==> src/rtl/pdot_pkg.sv <==
package pdot_pkg;
  localparam int unsigned PD_WORD = 32;
  localparam int unsigned PD_BYTE = 8;
  localparam int unsigned PD_HALF = 16;

  typedef enum logic {
    PD_QUAD = 1'b0,
    PD_PAIR = 1'b1
  } pd_mode_e;
endpackage

==> src/rtl/pdot_rst_sync.sv <==
module pdot_rst_sync #(
  parameter int unsigned STAGES = 2
) (
  input  logic clk,
  input  logic rst_n,
  output logic rst_sync_n
);
  logic [STAGES-1:0] chain_q;
  logic [STAGES-1:0] chain_d;

  always_comb chain_d = {chain_q[STAGES-2:0], 1'b1};

  always_ff @(posedge clk or negedge rst_n) begin
    if (!rst_n) chain_q <= '0;
    else        chain_q <= chain_d;
  end

  assign rst_sync_n = chain_q[STAGES-1];
endmodule

==> src/rtl/pdot_lane_mul.sv <==
module pdot_lane_mul #(
  parameter int unsigned AW = 8,
  parameter int unsigned BW = 8,
  localparam int unsigned PW = AW + BW + 2
) (
  input  logic [AW-1:0]        a_el,
  input  logic [BW-1:0]        b_el,
  input  logic                 a_sgn,
  input  logic                 b_sgn,
  output logic signed [PW-1:0] prod
);
  logic signed [AW:0]   a_x;
  logic signed [BW:0]   b_x;
  logic signed [PW-1:0] a_w;
  logic signed [PW-1:0] b_w;

  always_comb begin
    // one extra bit: the element's sign when signed, zero when unsigned
    a_x  = {a_sgn & a_el[AW-1], a_el};
    b_x  = {b_sgn & b_el[BW-1], b_el};
    a_w  = PW'(a_x);
    b_w  = PW'(b_x);
    prod = a_w * b_w;
  end
endmodule

==> src/rtl/pdot_acc_unit.sv <==
module pdot_acc_unit
  import pdot_pkg::*;
#(
  parameter int unsigned WORD = PD_WORD
) (
  input  logic            clk,
  input  logic            rst_n,
  input  logic            in_vld,
  input  logic            op_mode,
  input  logic            a_sgn,
  input  logic            b_sgn,
  input  logic            b_hi_sel,
  input  logic [WORD-1:0] src_a,
  input  logic [WORD-1:0] src_b,
  input  logic [WORD-1:0] acc_in,
  output logic            out_vld,
  output logic [WORD-1:0] out_res
);
  localparam int unsigned NQ  = WORD / PD_BYTE;
  localparam int unsigned NP  = WORD / PD_HALF;
  localparam int unsigned QPW = 2 * PD_BYTE + 2;
  localparam int unsigned PPW = PD_HALF + PD_BYTE + 2;

  logic rst_s_n;

  pdot_rst_sync #(.STAGES(2)) u_rst (
    .clk        (clk),
    .rst_n      (rst_n),
    .rst_sync_n (rst_s_n)
  );

  logic signed [QPW-1:0] q_prod [NQ];
  logic signed [PPW-1:0] p_prod [NP];

  for (genvar g = 0; g < NQ; g++) begin : g_quad
    pdot_lane_mul #(.AW(PD_BYTE), .BW(PD_BYTE)) u_mul (
      .a_el  (src_a[PD_BYTE*g +: PD_BYTE]),
      .b_el  (src_b[PD_BYTE*g +: PD_BYTE]),
      .a_sgn (a_sgn),
      .b_sgn (b_sgn),
      .prod  (q_prod[g])
    );

    AST_LANE_NONNEG: assert property (@(posedge clk) disable iff (!rst_s_n)
      (in_vld && !a_sgn && !b_sgn) |-> !q_prod[g][QPW-1]);
  end

  for (genvar g = 0; g < NP; g++) begin : g_pair
    logic [PD_BYTE-1:0] b_pick;
    always_comb b_pick = b_hi_sel ? src_b[WORD/2 + PD_BYTE*g +: PD_BYTE]
                                  : src_b[PD_BYTE*g +: PD_BYTE];

    pdot_lane_mul #(.AW(PD_HALF), .BW(PD_BYTE)) u_mul (
      .a_el  (src_a[PD_HALF*g +: PD_HALF]),
      .b_el  (b_pick),
      .a_sgn (a_sgn),
      .b_sgn (b_sgn),
      .prod  (p_prod[g])
    );
  end

  logic [WORD-1:0] dot_q, dot_p, res_d;
  logic            vld_d;

  always_comb begin
    dot_q = '0;
    for (int i = 0; i < NQ; i++) dot_q = dot_q + WORD'(q_prod[i]);
    dot_p = '0;
    for (int i = 0; i < NP; i++) dot_p = dot_p + WORD'(p_prod[i]);
    res_d = acc_in + ((pd_mode_e'(op_mode) == PD_PAIR) ? dot_p : dot_q);
    vld_d = in_vld;
  end

  always_ff @(posedge clk or negedge rst_s_n) begin
    if (!rst_s_n)    out_vld <= 1'b0;
    else             out_vld <= vld_d;
  end

  always_ff @(posedge clk or negedge rst_s_n) begin
    if (!rst_s_n)    out_res <= '0;
    else if (in_vld) out_res <= res_d;
  end

  AST_VLD_FOLLOWS: assert property (@(posedge clk) disable iff (!rst_s_n)
    in_vld |=> out_vld);
  AST_NO_SPURIOUS: assert property (@(posedge clk) disable iff (!rst_s_n)
    !in_vld |=> !out_vld);
  AST_RES_HOLD: assert property (@(posedge clk) disable iff (!rst_s_n)
    !in_vld |=> $stable(out_res));
  AST_ZERO_PASS: assert property (@(posedge clk) disable iff (!rst_s_n)
    (in_vld && src_a == '0) |=> out_res == $past(acc_in));
endmodule

==> config.mk <==
export PLATFORM = sky130hd
export DESIGN_NAME = pdot_acc_unit
export DESIGN_NICKNAME = d
export VERILOG_FILES = /design/src/rtl/pdot_pkg.sv /design/src/rtl/pdot_rst_sync.sv /design/src/rtl/pdot_lane_mul.sv /design/src/rtl/pdot_acc_unit.sv
export SDC_FILE = /design/constraint.sdc
export NUM_CORES = 2
export LEC_CHECK = 0
export BUFFER_PORTS_ARGS = -buffer_cell sky130_fd_sc_hd__buf_2
export CAP_MARGIN = 25
export CORE_MARGIN = 10
export CORE_UTILIZATION = 30
export DETAILED_ROUTE_END_ITERATION = 16
export SLEW_MARGIN = 40
export SYNTH_ARGS = -nofsm -noshare
export SYNTH_HDL_FRONTEND = slang
export SYNTH_SLANG_ARGS = --single-unit
==> constraint.sdc <==
create_clock -name clk -period 1 [get_ports clk]
set_input_delay 0.1 -clock clk [delete_from_list [all_inputs] [get_ports clk]]
set_output_delay 0.1 -clock clk [all_outputs]
set_load 0.01 [all_outputs]
==> metrics list <==
* Simple logic cell fraction of the synthesized area: 14.0%
* Proportion of netlist area held by the largest area contributor: 50.7%
- Critical path data required time: 1.17 ns
- Largest fanout on the critical path: 5
* Maximum level of the CTS H-tree: 2
* Setup repair after global routing missed its margin: yes
- Max-slew violation count: 0
- First-pass GRT wire length: 126 mm
- Synthesized area: 0.0278 sq mm
- CP dominant cell by count: fa_1
- Data on the critical path arrives at its endpoint at 8.52 ns.
- Post-detailed-route via-to-cell ratio: 4.45
- Counting flops and latches in the post-synthesis netlist gives 35.
* Share of synthesized area spent on multiplexers: 1.98%
- Post-Synth Adder-Cell Area: 61.3%
- Cell taking the most area after synthesis: fa_1
- Yosys printed 0 warnings.
- Area Growth Syn to Fin: 27.8%
- In this design, the stage delay of the slowest critical-path cell is 0.60 ns.
- Summing the areas of all compound-gate instances in the mapped netlist gives 5.30% of the synthesized area.
- Global routing consumed, over all layers together, 15.0% of the routing resources.
- After layout, the minimum clock period comes to 8.35 ns.
- Static timing analysis puts the maximum clock frequency at 0.120 GHz.
- The run finished, with violations left.
* Post-Syn Instances: 2,997
- Via count of the first global-routing pass: 22,659
- The initial antenna violation count came to 6.
* HPWL after DPL: 70.2 mm
* Final nets: 4,534
* Dominant register cell in the synthesized netlist: dfrtp_1
- Net count after synthesis: 4,039
* Vertical die dimension: 324 um
* Via total after detailed routing: 21,100
- Yosys mapped the design onto 63 distinct sky130hd cell types.
- Area of all placed cells without fillers: 0.0355 sq mm
- After clock tree synthesis, the clock-pin slew on the worst setup and hold paths is 0.06 ns.
- Biggest area contributors in the synthesized netlist: fa_1 (51%), inv_1 (11%), ha_1 (11%)
- The detail route stage leaves a number of antenna-violating nets equal to 0.
- After detailed routing, the number of remaining DRC violations is 0.
- Die area: 0.105 sq mm
* Reg2reg setup slack: 0.09 ns
- Source-to-sink clock delay at the later pin of the worst-skew pair: 0.28 ns
- The final hold violation count came to 0.
- Maximum number of pins on one net before global-route repair: 34
- Wires add up to 77.4 mm.
- Core region area: 0.0918 sq mm
- Once placement finished, the instance area stood at 0.0338 sq mm.
- By area, the combinational part of the netlist is dominated by adder cells.
- The number of cells on the worst reg-to-reg path is 3.
* Maximum clock skew at final layout: 0.00471 ns
- FP Rows: 111
- Setup slack on the critical path of the routed design comes to -7.35 ns.
- Avg Inst Size Synth: 9.27 sq um
* Final setup viols: 32
- The worst setup path is launched from an input pin.
- Iter 0 DRT Violations: 1,100
- The synthesized netlist devotes 2.21% of its cell area to XOR and XNOR gates.
* Routed length per instance: 16.3 um
- The root buffer cell chosen for the clock tree is clkbuf_16.
- Final estimated routing congestion in global placement: 0.889
- CTS sink count: 35
* Share of final-layout standard cells stronger than drive strength 1: 26.9%
* Port bufs: 135
* Starting density of the core: 30.3%
- Among all stages on the critical path, the largest delay is contributed by fa_1.
- First-pass iteration count of the detailed router: 8
- Measured along the x axis, the die boundary spans 324 um.
* Seq/Total Area, Yosys: 3.15%
- Max-cap check violation count: 0
- Synth async-reset ratio: 100%
- Clock tree synthesis inserted a total of 5 buffers.
* TritonCTS clock tree: yes
- Counting flops with a built-in enable in the synthesized netlist gives 0.
* Element type at the critical path end: register
* Worst setup path category: in -> reg
* Clock Path Buffers: 2
* Total congestion overflow after global routing: 0
- The final critical path takes up 835% of the cycle.
- Before CTS, the worst setup slack after placement is -7.90 ns.
- Path class of the lowest-slack min-delay path: in -> async
- The checks that failed: setup timing.
- 136 I/O pins were placed.
## cell usage in the layout (no fill, tap or decap), types with 8 or more instances in the layout
master    Yosys  layout
nor2_1       53      45
ha_1        235     187
dfrtp_1      35      34
mux2_2       40      15
o21ai_0      40      21
xnor2_1      56      50
mux2_4        0      25
o21a_1       11      11
nand2_2       0      16
o21ai_2       0       8
ha_4          0      46
and2_4        0      16
buf_8         0      11
buf_6         0      48
o21bai_1      8       8
nand2_1     374     349
inv_1       784     754
a21o_1       24      24
xor2_1       14      13
buf_4         0     415
buf_12        0      28
nor2b_1      50      50
and3_1       15      12
nand2b_1     13      13
buf_2         0      92
a21oi_1      60      34
fa_1        704     684
or2_2        47      45
inv_2         0      28
a21oi_2       1      24
nand3_1      16      14
o21ai_1       3      12
fa_2          0      20
and2_1      182     166
## logic make-up after synthesis
family / count (synthesis)
fa+ha+maj: 939
buf+inv: 896
simple gates: 791
compound gates: 215
xor+xnor: 70
mux: 50
flops: 35
other cells: 1
## worst max-delay path, delay by kind of cell
family | cells | cell delay (ns)
AO/OA/AOI/OAI | 7 | 1.53
XOR/XNOR | 1 | 0.11
adder cells (fa/ha/maj) | 10 | 4.67
buffers and inverters | 8 | 0.75
multiplexers | 2 | 0.58
AND/OR/NAND/NOR | 4 | 0.75
## synth_stat cells, drive strengths merged, types with 13 or more instances
master and number:
and2 182, o21ai 43, xor2 14, ha 235, nand3 16, xnor2 56, nand2 374, and3 15
dfrtp 35, inv 784, or2 47, nand2b 13, mux2 40, a21o 25, a21oi 61, fa 704
nor2b 50, clkbuf 108, nor2 53
## stage by stage
| step | hold WS, ns | util [%] | setup TNS (ns) | instances |
|---|---|---|---|---|
| final | 0.126 | 38.7 | -192.68 | 4738 |
| after global routing | 0.134 | 38.7 | -200.01 | 4737 |
| after CTS | 0.120 | 38.3 | -192.39 | 4729 |
| after detailed placement | -0.108 | 36.8 | -208.19 | 4695 |
| after global placement | -0.114 | 36.8 | -207.78 | 4695 |
| after floorplan | -0.196 | - | -181.11 | 2997 |
## final timing paths
kind / startpoint / to
worst max-delay path: a_sgn / out_res[29]$_DFFE_PN0P_
worst min-delay path: rst_n / u_rst.chain_q[0]$_DFF_PN0_
worst max register to register: out_res[20]$_DFFE_PN0P_ / out_res[20]$_DFFE_PN0P_
worst min register to register: u_rst.chain_q[1]$_DFF_PN0_ / out_res[1]$_DFFE_PN0P_
max in group asynchronous: u_rst.chain_q[1]$_DFF_PN0_ / out_res[22]$_DFFE_PN0P_
min in group clk: in_vld / out_vld$_DFF_PN0_
## sequential cells by signal, summed over array words and instances, names as in the netlist
signal and count:
out_res 32, u_rst.chain_q 2, out_vld 1
## layer usage
| metal | part of all wire [%] | track usage (%) | wire (um) | vias to the layer above |
|---|---|---|---|---|
| met5 | 0.071 | 0 | 55 | - |
| met4 | 2.9 | 3.74 | 2280 | 8 |
| met3 | 5.0 | 2.26 | 3890 | 78 |
| met2 | 49 | 25.2 | 38100 | 437 |
| met1 | 43 | 19.9 | 33200 | 10777 |
| li1 | - | - | - | 9800 |
## timing repair
item | in CTS | in global routing
setup endpoints to repair | 32 | 32
pin swaps | 81 | 66
buffers inserted | 31 | 10
gates resized for setup | 234 | 81
gates cloned | 2 | 0
hold buffers | 1 | 0
endpoints found under the hold margin | 2 | 0
## cell type report
cell class                      count  area (sq um)
Tap cell                         1243          1560
Antenna cell                        2          5.00
Fill cell                        9115         56300
Clock buffer                        8           156
Multi-Input combinational cell   2066         25000
Inverter                          784          2950
Sequential cell                    35           877
Timing Repair Buffer              600          4940
Power is left out: the tool's default activity adds up to more than one toggle a clock period on the data nets, which glitch-free logic cannot reach.
